$ cat src/rtl/tuner_i2c_pkg.sv
package tuner_i2c_pkg;
  localparam int DIV_W = 15;
  localparam int HI_W = DIV_W - 8;

  typedef enum logic [2:0] {
    S_IDLE, S_ADDR, S_AACK, S_WDATA, S_WACK, S_RDATA, S_RACK
  } busState_t;

  // one-cycle strobes from the bus controller to the register file
  typedef struct packed {
    logic       addrOk;
    logic       byteValid;
    logic [7:0] byteData;
    logic       stopSeen;
    logic       readEnd;
  } ctrlStb_t;
endpackage

$ cat src/rtl/tuner_i2c_ctrl.sv
module tuner_i2c_ctrl
  import tuner_i2c_pkg::*;
#(
  parameter int SYNC_STAGES = 2,
  parameter logic [4:0] ADDR_FIXED = 5'b11000
) (
  input  logic       clk,
  input  logic       rstN,
  input  logic       sclIn,
  input  logic       sdaIn,
  input  logic [1:0] addrStrap,
  input  logic [7:0] statusByte,
  output ctrlStb_t   stb,
  output logic       sdaDriveLow,
  output busState_t  state
);
  logic [SYNC_STAGES-1:0] sclPipe, sdaPipe;
  logic sclS, sdaS, sclD, sdaD;
  logic sclRise, sclFall, startDet, stopDet;
  logic [2:0] bitCnt;
  logic [7:0] shiftReg, txReg;
  logic byteDone, rwBit, mAck, readSess;

  generate
    if (SYNC_STAGES == 1) begin : g_sync1
      always_ff @(posedge clk or negedge rstN)
        if (!rstN) begin sclPipe <= '1; sdaPipe <= '1; end
        else begin sclPipe <= sclIn; sdaPipe <= sdaIn; end
    end else begin : g_syncN
      always_ff @(posedge clk or negedge rstN)
        if (!rstN) begin sclPipe <= '1; sdaPipe <= '1; end
        else begin
          sclPipe <= {sclPipe[SYNC_STAGES-2:0], sclIn};
          sdaPipe <= {sdaPipe[SYNC_STAGES-2:0], sdaIn};
        end
    end
  endgenerate

  assign sclS = sclPipe[SYNC_STAGES-1];
  assign sdaS = sdaPipe[SYNC_STAGES-1];

  always_ff @(posedge clk or negedge rstN)
    if (!rstN) begin sclD <= 1'b1; sdaD <= 1'b1; end
    else begin sclD <= sclS; sdaD <= sdaS; end

  assign sclRise  = sclS & ~sclD;
  assign sclFall  = ~sclS & sclD;
  assign startDet = sclS & sclD & sdaD & ~sdaS;
  assign stopDet  = sclS & sclD & ~sdaD & sdaS;

  always_ff @(posedge clk or negedge rstN) begin
    if (!rstN) begin
      state <= S_IDLE;
      stb <= '0;
      sdaDriveLow <= 1'b0;
      bitCnt <= '0;
      shiftReg <= '0;
      txReg <= '0;
      byteDone <= 1'b0;
      rwBit <= 1'b0;
      mAck <= 1'b0;
      readSess <= 1'b0;
    end else begin
      stb <= '0;
      if (startDet) begin
        state <= S_ADDR;
        bitCnt <= '0;
        byteDone <= 1'b0;
        sdaDriveLow <= 1'b0;
        readSess <= 1'b0;
      end else if (stopDet) begin
        state <= S_IDLE;
        sdaDriveLow <= 1'b0;
        stb.stopSeen <= 1'b1;
        stb.readEnd <= readSess;
        readSess <= 1'b0;
      end else begin
        unique case (state)
          S_ADDR, S_WDATA: begin
            if (sclRise) begin
              shiftReg <= {shiftReg[6:0], sdaS};
              bitCnt <= bitCnt + 3'd1;
              if (bitCnt == 3'd7) byteDone <= 1'b1;
            end else if (sclFall && byteDone) begin
              byteDone <= 1'b0;
              bitCnt <= '0;
              if (state == S_ADDR) begin
                if (shiftReg[7:1] == {ADDR_FIXED, addrStrap}) begin
                  sdaDriveLow <= 1'b1;
                  rwBit <= shiftReg[0];
                  readSess <= shiftReg[0];
                  stb.addrOk <= 1'b1;
                  state <= S_AACK;
                end else begin
                  state <= S_IDLE;
                end
              end else begin
                sdaDriveLow <= 1'b1;
                stb.byteValid <= 1'b1;
                stb.byteData <= shiftReg;
                state <= S_WACK;
              end
            end
          end
          S_AACK: begin
            if (sclFall) begin
              if (rwBit) begin
                txReg <= {statusByte[6:0], 1'b0};
                sdaDriveLow <= ~statusByte[7];
                bitCnt <= '0;
                state <= S_RDATA;
              end else begin
                sdaDriveLow <= 1'b0;
                state <= S_WDATA;
              end
            end
          end
          S_WACK: begin
            if (sclFall) begin
              sdaDriveLow <= 1'b0;
              state <= S_WDATA;
            end
          end
          S_RDATA: begin
            if (sclFall) begin
              if (bitCnt == 3'd7) begin
                sdaDriveLow <= 1'b0;
                bitCnt <= '0;
                state <= S_RACK;
              end else begin
                sdaDriveLow <= ~txReg[7];
                txReg <= {txReg[6:0], 1'b0};
                bitCnt <= bitCnt + 3'd1;
              end
            end
          end
          S_RACK: begin
            if (sclRise) begin
              mAck <= ~sdaS;
            end else if (sclFall) begin
              if (mAck) begin
                txReg <= {statusByte[6:0], 1'b0};
                sdaDriveLow <= ~statusByte[7];
                state <= S_RDATA;
              end else begin
                stb.readEnd <= 1'b1;
                readSess <= 1'b0;
                state <= S_IDLE;
              end
            end
          end
          default: ;
        endcase
      end
    end
  end
endmodule

$ cat src/rtl/tuner_i2c_regs.sv
module tuner_i2c_regs
  import tuner_i2c_pkg::*;
(
  input  logic             clk,
  input  logic             rstN,
  input  ctrlStb_t         stb,
  input  logic             porEvent,
  input  logic             lockIn,
  output logic [DIV_W-1:0] divWord,
  output logic [1:0]       cpCurrent,
  output logic [4:0]       refRatio,
  output logic [2:0]       testMode,
  output logic             oscSel,
  output logic             pathSel,
  output logic             refBufEn,
  output logic             portP0,
  output logic [7:0]       statusByte
);
  logic porFlag, lockQ, pairSecond, pairIsCtrl, hiValid;
  logic [HI_W-1:0] hiPend;

  assign statusByte = {porFlag, lockQ, 6'b0};

  always_ff @(posedge clk or negedge rstN) begin
    if (!rstN) begin
      porFlag <= 1'b1;
      lockQ <= 1'b0;
    end else begin
      lockQ <= lockIn;
      if (porEvent) porFlag <= 1'b1;
      else if (stb.readEnd) porFlag <= 1'b0;
    end
  end

  always_ff @(posedge clk or negedge rstN) begin
    if (!rstN) begin
      divWord <= '0;
      cpCurrent <= '0;
      refRatio <= '0;
      testMode <= '0;
      oscSel <= 1'b0;
      pathSel <= 1'b0;
      refBufEn <= 1'b1;
      portP0 <= 1'b0;
      pairSecond <= 1'b0;
      pairIsCtrl <= 1'b0;
      hiValid <= 1'b0;
      hiPend <= '0;
    end else begin
      if (stb.addrOk) pairSecond <= 1'b0;
      if (stb.stopSeen) begin
        pairSecond <= 1'b0;
        hiValid <= 1'b0;
        if (hiValid) divWord <= {hiPend, divWord[7:0]};
      end else if (stb.byteValid) begin
        if (!pairSecond) begin
          pairSecond <= 1'b1;
          pairIsCtrl <= stb.byteData[7];
          if (!stb.byteData[7]) begin
            hiPend <= stb.byteData[HI_W-1:0];
            hiValid <= 1'b1;
          end else begin
            cpCurrent <= stb.byteData[6:5];
            refRatio <= stb.byteData[4:0];
          end
        end else begin
          pairSecond <= 1'b0;
          if (!pairIsCtrl) begin
            divWord <= {hiPend, stb.byteData};
            hiValid <= 1'b0;
          end else begin
            testMode <= stb.byteData[7:5];
            oscSel <= stb.byteData[4];
            pathSel <= stb.byteData[3];
            refBufEn <= stb.byteData[1];
            portP0 <= stb.byteData[0];
          end
        end
      end
    end
  end
endmodule

$ cat src/rtl/tuner_i2c_top.sv
module tuner_i2c_top
  import tuner_i2c_pkg::*;
#(
  parameter int SYNC_STAGES = 2,
  parameter logic [4:0] ADDR_FIXED = 5'b11000
) (
  input  logic        clk,
  input  logic        rstN,
  input  logic        sclIn,
  input  logic        sdaIn,
  input  logic [1:0]  addrStrap,
  input  logic        porEvent,
  input  logic        lockIn,
  output logic        sdaDriveLow,
  output logic [14:0] divWord,
  output logic [1:0]  cpCurrent,
  output logic [4:0]  refRatio,
  output logic [2:0]  testMode,
  output logic        oscSel,
  output logic        pathSel,
  output logic        refBufEn,
  output logic        portP0
);
  ctrlStb_t ctrlStb;
  busState_t busState;
  logic [7:0] statusByte;

  tuner_i2c_ctrl #(.SYNC_STAGES(SYNC_STAGES), .ADDR_FIXED(ADDR_FIXED)) u_ctrl (
    .clk(clk), .rstN(rstN), .sclIn(sclIn), .sdaIn(sdaIn),
    .addrStrap(addrStrap), .statusByte(statusByte),
    .stb(ctrlStb), .sdaDriveLow(sdaDriveLow), .state(busState)
  );

  tuner_i2c_regs u_regs (
    .clk(clk), .rstN(rstN), .stb(ctrlStb), .porEvent(porEvent), .lockIn(lockIn),
    .divWord(divWord), .cpCurrent(cpCurrent), .refRatio(refRatio),
    .testMode(testMode), .oscSel(oscSel), .pathSel(pathSel),
    .refBufEn(refBufEn), .portP0(portP0), .statusByte(statusByte)
  );
endmodule

$ cat config.mk
export PLATFORM = sky130hd
export DESIGN_NAME = tuner_i2c_top
export DESIGN_NICKNAME = d
export VERILOG_FILES = /design/src/rtl/tuner_i2c_pkg.sv /design/src/rtl/tuner_i2c_ctrl.sv /design/src/rtl/tuner_i2c_regs.sv /design/src/rtl/tuner_i2c_top.sv
export SDC_FILE = /design/constraint.sdc
export NUM_CORES = 1
export LEC_CHECK = 0
export BUFFER_PORTS_ARGS = -buffer_cell sky130_fd_sc_hd__buf_2
export CAP_MARGIN = 20
export CORE_ASPECT_RATIO = 0.9
export CORE_MARGIN = 5
export CORE_UTILIZATION = 50
export CTS_CLUSTER_DIAMETER = 50
export DETAILED_ROUTE_END_ITERATION = 6
export PLACE_DENSITY = 0.71
export SLEW_MARGIN = 20
export SYNTH_ARGS = -nofsm -noshare
export SYNTH_HDL_FRONTEND = slang
export SYNTH_SLANG_ARGS = --single-unit
$ cat constraint.sdc
create_clock -name clk -period 2.4 [get_ports clk]
set_input_delay 0.24 -clock clk [delete_from_list [all_inputs] [get_ports clk]]
set_output_delay 0.24 -clock clk [all_outputs]
set_load 0.02 [all_outputs]
==> metrics.cfg <==
[outcome]
status = finished clean

[synth]
synthCells = 263
synth_common_cells = dfrtp_1 (71), mux2_2 (36), nand2_1 (16)
yosys-top-cells-area = dfrtp_1 (52%), mux2_2 (12%), dfstp_2 (6.1%), mux2_1 (3.3%), nand2_1 (1.8%)
synth-edff-count = 0
ys_warn_count = 0
yosys.area.top_type = dfrtp_1
yosysUniqueCellTypes = 50
synth.most_common_cell = dfrtp_1
synth_top_area_frac = 0.5198
synth_seq_cells = 79
async_flop_share = 1.000
ys.flop_type = dfrtp_1
synthesis.area_mm2 = 0.003418
avgSynthCellArea_um2 = 13.00
syn_nets = 273
seq_area_frac_synth = 0.5813

[cells_and_area]
area_growth_pct = 15.41
drive_above_1_share = 0.3619
diodes = 0
post-route-cell-area_mm2 = 0.003945
layout.nets = 320
utilization = 0.5958

[sta]
timing.slew.headroom = 0.6230
maxSlewViolCount = 0
fmax_ghz = 0.5202
period_minus_slack_ns = 1.922
finalHoldViolations = 0
layout_setup_ws_ns = 0.4776
finClkSkew_ns = 0.008561
finalCritPeriodShare = 0.8010
rsz0062_at_grt = false
finalSetupViolations = 0
tightest_slew_ns = 0.5654
setup_tns_ns = 0

[worst_hold_path]
min_path_type = input port to flop

[setup_path]
worstSetupPathType = flop to flop
worstPathArrival_ns = 2.15
critPathRequiredTime_ns = 2.63
crit_fanout = 4
start_kind = flop
cp-end-kind = flop

[clock_tree]
root_buffer = clkbuf_8
cts_tree = built
max-clock-path-buffers = 2
cts_resized = 0
cts-buffers-inserted = 9
h-tree-depth = 3
clkLatencyLatePin_ns = 0.35
cts_sinks = 79
cts.clk_slew.worst_paths_ns = 0.09

[power_and_ir_drop]
total_power_mw = 3.202
leakage_nw = 1.933
ir_worst_vdd_mv = 0.4495
power_density_mw_per_mm2 = 811.7

[floorplan]
die_area_mm2 = 0.008592
dieHeight_um = 88.44
die_w_um = 97.16
rows = 28
core-area_mm2 = 0.006621
ios = 38
initial_core_util = 0.5163

[detailed_routing]
antenna_left = 0
drtIter0Drc = 129
wl_per_cell_um = 15.53
dr.pass1.iters = 5
drc_errors = 0
post_drt_via_cell_ratio = 5.323
vias = 2156
routed_wl_um = 6288

[global_route]
antenna_found_initial = 0
grt_pass1_vias = 2087
track_usage = 0.1568
grt_overflow = 0
grt_first_pass_wirelength_um = 10440
grt_max_degree = 80

[placement]
placed_cell_area_mm2 = 0.003717
gp_congestion = 0.8589
dp_slack_ns = 0.4835
portBuffers = 37
dp_hpwl_um = 4411

[flow_run]
cap_violations = 0

==> critical path, stage by stage (launching register included) <==
cell and delay [ns]:
dfrtp_1 0.39, ha_1 0.20, ha_1 0.22, nand2b_1 0.18, o22ai_1 0.15, a32oi_1 0.07, a211oi_1 0.25, mux2_1 0.34
==> what timing repair did <==
item / CTS / global route
hold endpoints to repair: 74 / 0
hold buffers: 4 / 0
setup buffers: 0 / 0
==> cells by family after synthesis <==
| kind of cell | share of synthesized area |
|---|---|
| buffers and inverters | 0.01720 |
| xor gates and xnor gates | 0.005125 |
| muxes | 0.1633 |
| AOI/OAI and AO/OA | 0.08016 |
| adders and majority gates | 0.007319 |
| DFF | 0.5813 |
| and+or+nand+nor | 0.1457 |
==> per-stage QoR <==
| step | hold WS [ns] | cells |
|---|---|---|
| final | 0.08109 | 405 |
| after global routing | 0.06582 | 405 |
| after CTS | 0.06242 | 405 |
| after detailed placement | 0.2957 | 385 |
| after global placement | 0.2985 | 385 |
| after floorplan | -0.05559 | 263 |
==> sequential cells by signal, indices dropped and copies added, names as in the netlist, 2 cells and up <==
register and flops:
u_regs.refRatio 5, u_ctrl.sclPipe 2, u_regs.hiPend 7, u_ctrl.bitCnt 3, u_ctrl.sdaPipe 2, u_regs.divWord 15, u_ctrl.state 3, u_ctrl.shiftReg 8
u_regs.cpCurrent 2, u_ctrl.stb 12, u_regs.testMode 3
==> cell type report <==
type                       instances  area, um2
fill                             538       2676
inverter                           4      15.01
sequential                        79       1987
clock inverter                     7      63.81
tap                               90      112.6
multi-input combinational        171       1373
clock buffer                       9      123.9
timing repair buffer              45      270.3
==> power by group <==
part,switching (mW),internal (mW),leakage (nW)
clock network,0.522,0.398,0.0903
logic,0.332,0.299,0.787
registers,0.195,1.46,1.06
==> layer usage <==
| layer | vias up | share of wire | global-route usage |
|---|---|---|---|
| met5 | - | 0 | 0 |
| met4 | 0 | 0.010 | 0.05230 |
| met3 | 5 | 0.058 | 0.05437 |
| met2 | 59 | 0.46 | 0.2393 |
| met1 | 1061 | 0.47 | 0.2123 |
| li1 | 1031 | - | - |
==> worst paths after layout <==
kind,depth (start not counted),endpoint,start,slack [ns]
hold reg to reg,0,u_ctrl.sdaPipe[1],u_ctrl.sdaPipe[0],0.36
setup reg to reg,7,u_ctrl.txReg[7],u_ctrl.bitCnt[0],0.48
hold / removal,2,u_regs.porFlag,porEvent,0.08
setup / recovery,7,u_ctrl.txReg[7],u_ctrl.bitCnt[0],0.48
min in group asynchronous,3,u_ctrl.state[2],rstN,0.45
max in group asynchronous,3,u_ctrl.sdaD,rstN,1.61
==> layout by cell type (no fill, tap or decap), drive strengths merged, types with 4 or more instances in the layout <==
cell         Yosys  routed
and2             9       9
nand2           16      16
nor2            15      15
mux2            46      46
dlygate4sd3      0       4
dfrtp           71      71
a21oi            6       6
a31oi            4       4
nor2b            6       6
buf              8      41
mux2i            4       4
o21ai           10      10
clkbuf           1       9
inv              4       8
nand2b          10      10
dfstp            8       8
a21o             5       5
No activity file was read; power rests on OpenSTA's default activity.
